**src/rtl/trim_adj_pkg.sv**
```systemverilog
package trim_adj_pkg;
   localparam int FIELD_W   = 6;
   localparam int MAX_STEPS = 62;

   typedef struct packed {
      logic                fine;
      logic                shorten;
      logic [FIELD_W-1:0]  field;
   } trim_word_t;
endpackage

```
**src/rtl/trim_step_decode.sv**
```systemverilog
module trim_step_decode
   import trim_adj_pkg::*;
#(
   parameter int STEP_CNT = 2,
   parameter int CW       = 16
) (
   input  trim_word_t     trim_i,
   output logic [CW-1:0]  adj_o
);
   logic          dead;
   logic [6:0]    steps;
   logic [CW-1:0] scaled;

   always_comb begin
      dead  = (trim_i.field[FIELD_W-1:1] == '0);
      steps = trim_i.shorten ? ({1'b0, ~trim_i.field} + 7'd1)
                             : ({1'b0,  trim_i.field} - 7'd1);
   end

   generate
      if ((STEP_CNT & (STEP_CNT - 1)) == 0) begin : g_shift
         assign scaled = CW'(steps) << $clog2(STEP_CNT);
      end else begin : g_mul
         assign scaled = CW'(steps) * CW'(STEP_CNT);
      end
   endgenerate

   always_comb begin
      if (dead)
         adj_o = '0;
      else if (trim_i.shorten)
         adj_o = '0 - scaled;
      else
         adj_o = scaled;
   end

   // the encoding never yields more than 62 steps outside the dead zone
   always_comb begin
      if (!dead)
         assert_step_limit_R7: assert (steps <= 7'(MAX_STEPS));
   end
endmodule

```
**src/rtl/trim_slot_seq.sv**
```systemverilog
module trim_slot_seq #(
   parameter int SEC_PER_MIN = 60,
   parameter int COARSE_SEC  = 20,
   parameter int SW          = $clog2(SEC_PER_MIN)
) (
   input  logic clk,
   input  logic rst_n,
   input  logic adv_i,
   input  logic fine_i,
   output logic slot_nx_o
);
   logic [SW-1:0] sec_q;
   logic [SW-1:0] sec_nx;

   always_comb begin
      sec_nx = (sec_q == SW'(SEC_PER_MIN - 1)) ? '0 : sec_q + 1'b1;
      if (fine_i)
         slot_nx_o = (sec_nx == '0);
      else
         slot_nx_o = ((int'(sec_nx) % COARSE_SEC) == 0);
   end

   always_ff @(posedge clk or negedge rst_n) begin
      if (!rst_n)
         sec_q <= '0;
      else if (adv_i)
         sec_q <= sec_nx;
   end

   assert_sec_range_R6: assert property (@(posedge clk) disable iff (!rst_n)
      int'(sec_q) < SEC_PER_MIN);

   assert_sec_hold_R6: assert property (@(posedge clk) disable iff (!rst_n)
      !adv_i |=> $stable(sec_q));
endmodule

```
**src/rtl/trim_presc.sv**
```systemverilog
module trim_presc #(
   parameter int            CW      = 16,
   parameter logic [CW-1:0] RST_VAL = '1
) (
   input  logic          clk,
   input  logic          rst_n,
   input  logic          en_i,
   input  logic [CW-1:0] load_i,
   output logic [CW-1:0] cnt_o,
   output logic          wrap_o
);
   assign wrap_o = en_i && (cnt_o == '0);

   always_ff @(posedge clk or negedge rst_n) begin
      if (!rst_n)
         cnt_o <= RST_VAL;
      else if (en_i)
         cnt_o <= (cnt_o == '0) ? load_i : cnt_o - 1'b1;
   end

   assert_count_down_R2: assert property (@(posedge clk) disable iff (!rst_n)
      (en_i && cnt_o != '0) |=> (cnt_o == $past(cnt_o) - 1'b1));

   assert_idle_hold_R8: assert property (@(posedge clk) disable iff (!rst_n)
      !en_i |=> $stable(cnt_o));
endmodule

```
**src/rtl/trim_adjuster.sv**
```systemverilog
module trim_adjuster
   import trim_adj_pkg::*;
#(
   parameter int DIV         = 32768,
   parameter int STEP_CNT    = 2,
   parameter int SEC_PER_MIN = 60,
   parameter int COARSE_SEC  = 20,
   parameter int CW          = $clog2(DIV + MAX_STEPS * STEP_CNT)
) (
   input  logic          clk,
   input  logic          rst_n,
   input  logic          osc_en,
   input  logic [7:0]    trim_reg,
   output logic          tick_1hz,
   output logic [CW-1:0] presc_state
);
   localparam logic [CW-1:0] BASE    = CW'(DIV - 1);
   localparam int            MAX_LEN = DIV - 1 + MAX_STEPS * STEP_CNT;

   generate
      if (DIV <= MAX_STEPS * STEP_CNT) begin : g_bad_div
         $error("DIV must exceed the largest shortening");
      end
      if ((SEC_PER_MIN % COARSE_SEC) != 0) begin : g_bad_interval
         $error("COARSE_SEC must divide SEC_PER_MIN");
      end
      if (CW < 8) begin : g_bad_width
         $error("prescaler width too small");
      end
   endgenerate

   trim_word_t    tw;
   logic [CW-1:0] adj;
   logic          slot_nx;
   logic          wrap;
   logic [CW-1:0] load_val;

   assign tw       = trim_word_t'(trim_reg);
   assign load_val = slot_nx ? BASE + adj : BASE;

   trim_step_decode #(.STEP_CNT(STEP_CNT), .CW(CW)) u_decode (
      .trim_i (tw),
      .adj_o  (adj)
   );

   trim_slot_seq #(.SEC_PER_MIN(SEC_PER_MIN), .COARSE_SEC(COARSE_SEC)) u_seq (
      .clk       (clk),
      .rst_n     (rst_n),
      .adv_i     (wrap),
      .fine_i    (tw.fine),
      .slot_nx_o (slot_nx)
   );

   trim_presc #(.CW(CW), .RST_VAL(BASE)) u_presc (
      .clk    (clk),
      .rst_n  (rst_n),
      .en_i   (osc_en),
      .load_i (load_val),
      .cnt_o  (presc_state),
      .wrap_o (wrap)
   );

   always_ff @(posedge clk or negedge rst_n) begin
      if (!rst_n)
         tick_1hz <= 1'b0;
      else
         tick_1hz <= wrap;
   end

   assert_presc_bound_R7: assert property (@(posedge clk) disable iff (!rst_n)
      int'(presc_state) <= MAX_LEN);

   assert_tick_after_zero_R2: assert property (@(posedge clk) disable iff (!rst_n)
      $rose(tick_1hz) |-> ($past(presc_state) == '0));

   assert_tick_single_R2: assert property (@(posedge clk) disable iff (!rst_n)
      tick_1hz |=> !tick_1hz || int'(presc_state) < MAX_LEN);
endmodule

```
**config.mk**
```make
export PLATFORM = sky130hd
export DESIGN_NAME = trim_adjuster
export DESIGN_NICKNAME = d
export VERILOG_FILES = /design/src/rtl/trim_adj_pkg.sv /design/src/rtl/trim_step_decode.sv /design/src/rtl/trim_slot_seq.sv /design/src/rtl/trim_presc.sv /design/src/rtl/trim_adjuster.sv
export SDC_FILE = /design/constraint.sdc
export NUM_CORES = 1
export LEC_CHECK = 0
export BUFFER_PORTS_ARGS = -buffer_cell sky130_fd_sc_hd__buf_4
export CAP_MARGIN = 5
export CORE_MARGIN = 3
export CORE_UTILIZATION = 28
export DETAILED_ROUTE_END_ITERATION = 10
export PLACE_DENSITY = 0.54
export SYNTH_ARGS = -nofsm -noshare
export SYNTH_HDL_FRONTEND = slang
export SYNTH_HIERARCHICAL = 1
export SYNTH_SLANG_ARGS = --single-unit
```
**constraint.sdc**
```tcl
create_clock -name clk -period 4.7 [get_ports clk]
set_input_delay 1.175 -clock clk [delete_from_list [all_inputs] [get_ports clk]]
set_output_delay 1.175 -clock clk [all_outputs]
set_load 0.1 [all_outputs]
```
# == Yosys cells after proc, flatten, opt, wreduce, memory -nomap -nowiden ==
# Index checks and enable logic that the tools add are counted.
# word_totals
regBits,23
inputBits,11
out_inout_bits,17
elab_cells,24
# classes
addsub,6
div,1
eq_ne,1
mux,7
bitwise,1
n_reduce_logical,5
# op_table
operator,n
16-bit 2-to-1 mux,4
32-bit zero test,1
7-bit by 6-bit modulo with 32-bit output (second input constant),1
15-bit by 16-bit adder with 16-bit output (first input constant),1
16-bit zero test,1
16-bit by 1-bit subtractor with 16-bit output (second input constant),1
1-bit by 8-bit subtractor with 9-bit output (first input constant),1
6-bit by 1-bit adder with 7-bit output (second input constant),1
7-bit 2-to-1 mux,1
6-bit by 1-bit subtractor with 7-bit output (second input constant),1
6-bit by 1-bit adder with 6-bit output (second input constant),1
6-bit == test (second input constant),1
6-bit zero test,1
6-bit 2-to-1 mux,1
6-bit inverter,1
5-bit zero test,1
1-bit logical AND,1
1-bit 2-to-1 mux,1

# == Depth between registers and ports, before layout ==
# depth
depth_word,9
mapped_depth,18
depth_no_buf,15

# == By module ==
# The synthesis kept the hierarchy.
# modules_own_cells
module,instances,cells_per_inst,area_per_inst_um2,seq_area_each_um2
trim_presc,1,116,1018.5,419.2
trim_slot_seq,1,104,835.8,150.1
trim_step_decode,1,78,538.0,0.0
trim_adjuster,1,61,402.9,25.0

# == Worst setup path after synthesis ==
# OpenSTA, ideal clock, no wires.
# synth_timing
path_kind,input to register
startpoint,input trim_reg[0]
endpoint,register u_presc.cnt_o[13]
setup_ns,0.089
arrival_time_ns,4.132
required_ns,4.611
path_slack_ns,0.479
cell_stages,15
path_buffers,2
path_cell_list,buf_6 > inv_1 > ha_1 > or3b_1 > a21oi_2 > xnor2_1 > nor2_1 > a311oi_1 > buf_4 > nor4_1 > and4b_1 > xnor2_1 > nand2_1 > nor2_1 > a211oi_1
# synth_via
elab_chain_len,9
word_cells_on_any_way,10
classes_between,4 x add/sub; 5 x mux; 1 x bitwise
# synth_lines
item,line,rtl
from (decl),trim_adjuster.sv:13,"input logic [7:0] trim_reg,"
6-bit inverter,trim_step_decode.sv:16,"steps = trim_i.shorten ? ({1'b0, ~trim_i.field} + 7'd1)"
6-bit by 1-bit adder with 7-bit output,trim_step_decode.sv:16,
7-bit 2-to-1 mux (*),trim_step_decode.sv:16,
1-bit by 8-bit subtractor with 9-bit output (*),trim_step_decode.sv:32,adj_o = '0 - scaled;
16-bit 2-to-1 mux (*),trim_step_decode.sv:31,else if (trim_i.shorten)
16-bit 2-to-1 mux (*),trim_step_decode.sv:29,if (dead)
named net adj[8],trim_adjuster.sv:33,logic [CW-1:0] adj;
15-bit by 16-bit adder with 16-bit output (*),trim_adjuster.sv:39,assign load_val = slot_nx ? BASE + adj : BASE;
16-bit 2-to-1 mux (*),trim_adjuster.sv:39,
named net load_val[13],trim_adjuster.sv:36,logic [CW-1:0] load_val;
16-bit 2-to-1 mux (*),trim_presc.sv:18,cnt_o <= (cnt_o == '0) ? load_i : cnt_o - 1'b1;
to (signal assigned),trim_presc.sv:18,
to (decl),trim_presc.sv:9,"output logic [CW-1:0] cnt_o,"
# Mark *: on every way through the listed nets, which the timed path passes. The rest lies on a longest branch.
# A chain may end at the register's enable or synchronous reset.

# == Worst setup path in the final report ==
# layout_timing
startpoint,input trim_reg[0]
endpoint,register u_presc.cnt_o[15]
# layout_via
elab_chain_len,9
word_cells_on_any_way,10
classes_between,4 x add/sub; 5 x mux; 1 x bitwise
# layout_lines
item,line
6-bit inverter,trim_step_decode.sv:16
6-bit by 1-bit adder with 7-bit output,trim_step_decode.sv:16
7-bit 2-to-1 mux (*),trim_step_decode.sv:16
1-bit by 8-bit subtractor with 9-bit output,trim_step_decode.sv:32
16-bit 2-to-1 mux (*),trim_step_decode.sv:31
16-bit 2-to-1 mux (*),trim_step_decode.sv:29
named net adj[7],trim_adjuster.sv:33
15-bit by 16-bit adder with 16-bit output (*),trim_adjuster.sv:39
16-bit 2-to-1 mux (*),trim_adjuster.sv:39
named net load_val[15],trim_adjuster.sv:36
16-bit 2-to-1 mux (*),trim_presc.sv:18
# Marks and branches as above.

==> summary.txt <==
=================================================================================================================
FP Rows                                                                                                        35
Area grow syn2layout                                                                                       8.863%
Arithmetic-cell share of the synthesized area counting full adders, half adders and majority gates        0.04476
Fraction of the mapped netlist area in simple logic gates                                                  0.3505
Number of flops mapped to enable cells by yosys                                                                 0
Clock tree sinks                                                                                               23
Final Cell Area                                                                                      0.003043 mm²
Actual slew at the worst max-slew pin                                                                    629.5 ps
Critical Path Start Type                                                                               input port
Final Total Pwr                                                                                          1.702 mW
GRT Overall Usage                                                                                          0.1165
Post-cts sizing count                                                                                           0
Cell types occupying the most area after synthesis                                                   sky130_fd_sc_hd__dfstp_2 (14%), sky130_fd_sc_hd__dfrtp_1 (7.2%), sky130_fd_sc_hd__nor2_1 (5.0%), sky130_fd_sc_hd__nand2_1 (4.6%), sky130_fd_sc_hd__ha_1 (4.5%)
Via count of the first global-routing pass                                                                  2,307
Maximum Capacitance Violations                                                                                  0
Leakage component of the power                                                                           1.123 nW
Share of the yosys chip area belonging to registers                                                        0.2126
Netlist area before placement                                                                        0.002795 mm²
Type of element capturing the critical path                                                              register
Startpoint-to-endpoint class of the critical path                                                          in2reg
Effective utilization at floorplan                                                                         0.2955
Max-slew violation count                                                                                        0
Crit share post-route                                                                                      0.8258
Post-Layout Cell Count                                                                                        493
DRT Wirelength                                                                                            6521 µm
Most repeated cell in the gate-level netlist after synthesis                                         sky130_fd_sc_hd__nor2_1
Async set-or-reset flop fraction in the synthesized netlist                                                 1.000
Number of different library cells in the post-synthesis netlist                                                74
Antenna cell count                                                                                              0
Final setup vio count                                                                                           0
First-iteration detailed-routing DRC count                                                                    117
Ports placed on the boundary                                                                                   28
Detailed-placement wirelength estimate                                                                    4970 µm
Tightest slew margin relative to the limit                                                                 0.5744
Post-Syn Area per Cell                                                                                  7.786 µm²
Depth of the CTS H-tree                                                                                         1
Pwr dens                                                                                             559.2 mW/mm²
Antenna-violating nets left                                                                                     0
TritonCTS clock tree                                                                                          yes
Class of the worst hold path                                                                              reg2reg
Ys flop type                                                                                         sky130_fd_sc_hd__dfstp_2
Via count                                                                                                   2,560
Clock Tree Buf Depth                                                                                            2
Setup slack after layout                                                                                 818.9 ps
Unrepaired setup endpoints after global routing                                                             false
Hold bufs inserted after CTS                                                                                    0
Arrival time worst endpoint                                                                               4050 ps
Multiplexer area fraction after synthesis                                                                 0.03715
Yosys top cell area share                                                                                  0.1410
Clock skew after layout                                                                                  2.556 ps
Share of layout cells above drive strength 1                                                               0.2253
Post-detailed-route DRC marker count                                                                            0
Post-synthesis cell type with the largest combined area                                              sky130_fd_sc_hd__dfstp_2
Finished Core Util                                                                                         0.3217
Gate Count Post-Synth                                                                                         359
Number of setup buffers added after CTS                                                                         0
Largest net degree at the start of global routing                                                              24
Worst setup slack before clock tree synthesis                                                            567.5 ps
Insertion delay to the later sink of the worst-skew pair                                                   270 ps
Vias per std cell                                                                                           5.193
Highest fanout seen on the critical path                                                                        9
Horizontal die dimension                                                                                 105.9 µm
Count of input and output buffers                                                                              27
XOR/XNOR Fraction of Synth Area                                                                           0.05953
First-pass GRT wire length                                                                              11,120 µm
Clock period minus final worst setup slack                                                                3881 ps
Result of the run                                                                                       completed
Post-route setup TNS                                                                                         0 ps
Net count, final                                                                                              386
Number of synthesized register bits                                                                            23
Fmax                                                                                                   0.2577 GHz
Core Footprint                                                                                       0.009459 mm²
Clock tree root driver cell                                                                          sky130_fd_sc_hd__clkbuf_8
Clock slew at reported path FFs                                                                             90 ps
Die span in y                                                                                            105.9 µm
Clock buffer count from CTS                                                                                     3
Net count after synthesis                                                                                     380
Initial antenna violation count                                                                                 0
Yosys warning total                                                                                             6
Hold WS                                                                                                  503.5 ps
Leading cell types by count after synthesis                                                          sky130_fd_sc_hd__nor2_1 (37), sky130_fd_sc_hd__nand2_1 (34), sky130_fd_sc_hd__a21oi_1 (20), sky130_fd_sc_hd__nand3_1 (16), sky130_fd_sc_hd__dfstp_2 (15)
Main combinational cell family by area after synthesis                                               simple AND/OR/NAND/NOR gates
Number of fill cells in the layout                                                                          1,047
Iteration count of the initial detailed-routing pass                                                            4
Placed cell count                                                                                             489
Detail-routed net length per standard cell                                                               13.23 µm
Global placer's final weighted congestion                                                                  0.8116
Worst VDD drop                                                                                        0.0001762 V
Die ar.                                                                                               0.01122 mm²
Total congestion overflow after global routing                                                                  0
Final hold vios                                                                                                 0
Complex-gate fraction of the synthesized area                                                              0.2032
Critical path data required time                                                                          4860 ps
Area post-placement                                                                                  0.002997 mm²
=================================================================================================================
==> path summary, 6_finish.rpt <==
path	cells past startpoint	endpoint	from	slack (ps)
max	13	u_presc/cnt_o[15]	trim_reg[0]	820
min	2	u_presc/cnt_o[6]	u_presc/cnt_o[6]	500
max reg2reg	14	u_presc/cnt_o[15]	u_seq/sec_q[1]	1020
min reg2reg	2	u_presc/cnt_o[6]	u_presc/cnt_o[6]	500
max in group asynchronous	1	u_presc/cnt_o[14]	rst_n	3620
min in group asynchronous	1	u_presc/cnt_o[15]	rst_n	790
==> registers in the layout, summed over array words and instances, names as in the netlist <==
signal / flops
u_presc/cnt_o: 16
tick_1hz: 1
u_seq/sec_q: 6
==> where the power goes <==
part | switching (mW) | internal, mW | total (mW)
logic | 0.781 | 0.306 | 1.09
clock network | 0.0682 | 0.0593 | 0.127
registers | 0.166 | 0.321 | 0.487
==> cell families after synthesis <==
group	after synthesis
multiplexers	10
buffers and inverters	44
AO/OA/AOI/OAI	84
flip-flops	23
AND/OR/NAND/NOR	168
adder cells (fa/ha/maj)	10
XOR/XNOR	19
other	1
==> cells in the final DEF, fill, tap and decap left out, types with 7 or more instances in the layout <==
cell	Yosys	layout
sky130_fd_sc_hd__o21ai_1	10	10
sky130_fd_sc_hd__nand2_1	34	34
sky130_fd_sc_hd__xnor2_1	13	13
sky130_fd_sc_hd__ha_1	10	10
sky130_fd_sc_hd__nor2_1	37	37
sky130_fd_sc_hd__dfstp_2	15	15
sky130_fd_sc_hd__buf_4	11	30
sky130_fd_sc_hd__a21oi_1	20	20
sky130_fd_sc_hd__nor3_1	11	11
sky130_fd_sc_hd__a211oi_1	8	8
sky130_fd_sc_hd__o21ai_0	14	14
sky130_fd_sc_hd__dfrtp_1	8	8
sky130_fd_sc_hd__inv_1	12	12
sky130_fd_sc_hd__nand3_1	16	16
sky130_fd_sc_hd__mux2i_1	7	7
==> final cells by class <==
type                            count  area [µm²]  area share
Clock buffer                        3       41.29     0.01357
Clock inverter                      1       5.005    0.001645
Inverter                           15       57.56     0.01891
Multi-Input combinational cell    292        1958      0.6435
Sequential cell                    23       594.3      0.1953
Tap cell                          129       161.4     0.05304
Timing Repair Buffer               30       225.2     0.07401
==> critical path, stage by stage <==
cell and delay (ps):
sky130_fd_sc_hd__buf_4 140, sky130_fd_sc_hd__inv_1 80, sky130_fd_sc_hd__ha_1 260, sky130_fd_sc_hd__mux2i_1 100
sky130_fd_sc_hd__nor4b_1 550, sky130_fd_sc_hd__nor3_1 160, sky130_fd_sc_hd__a221oi_2 300, sky130_fd_sc_hd__nand2_1 140
sky130_fd_sc_hd__or3_1 420, sky130_fd_sc_hd__nor4_2 220, sky130_fd_sc_hd__nand3_1 120, sky130_fd_sc_hd__mux2i_1 160
sky130_fd_sc_hd__o211a_1 210
==> routing by layer <==
| metal | global-route usage | wire length [µm] | up-vias |
|---|---|---|---|
| met2 | 0.1817 | 2851 | 55 |
| met1 | 0.1672 | 3339 | 1179 |
| met4 | 0.03885 | 106 | 0 |
| met3 | 0.01275 | 224 | 8 |
| met5 | 0 | 0 | - |
| li1 | - | - | 1318 |
Note: power is estimated with default switching activity, not from simulation.
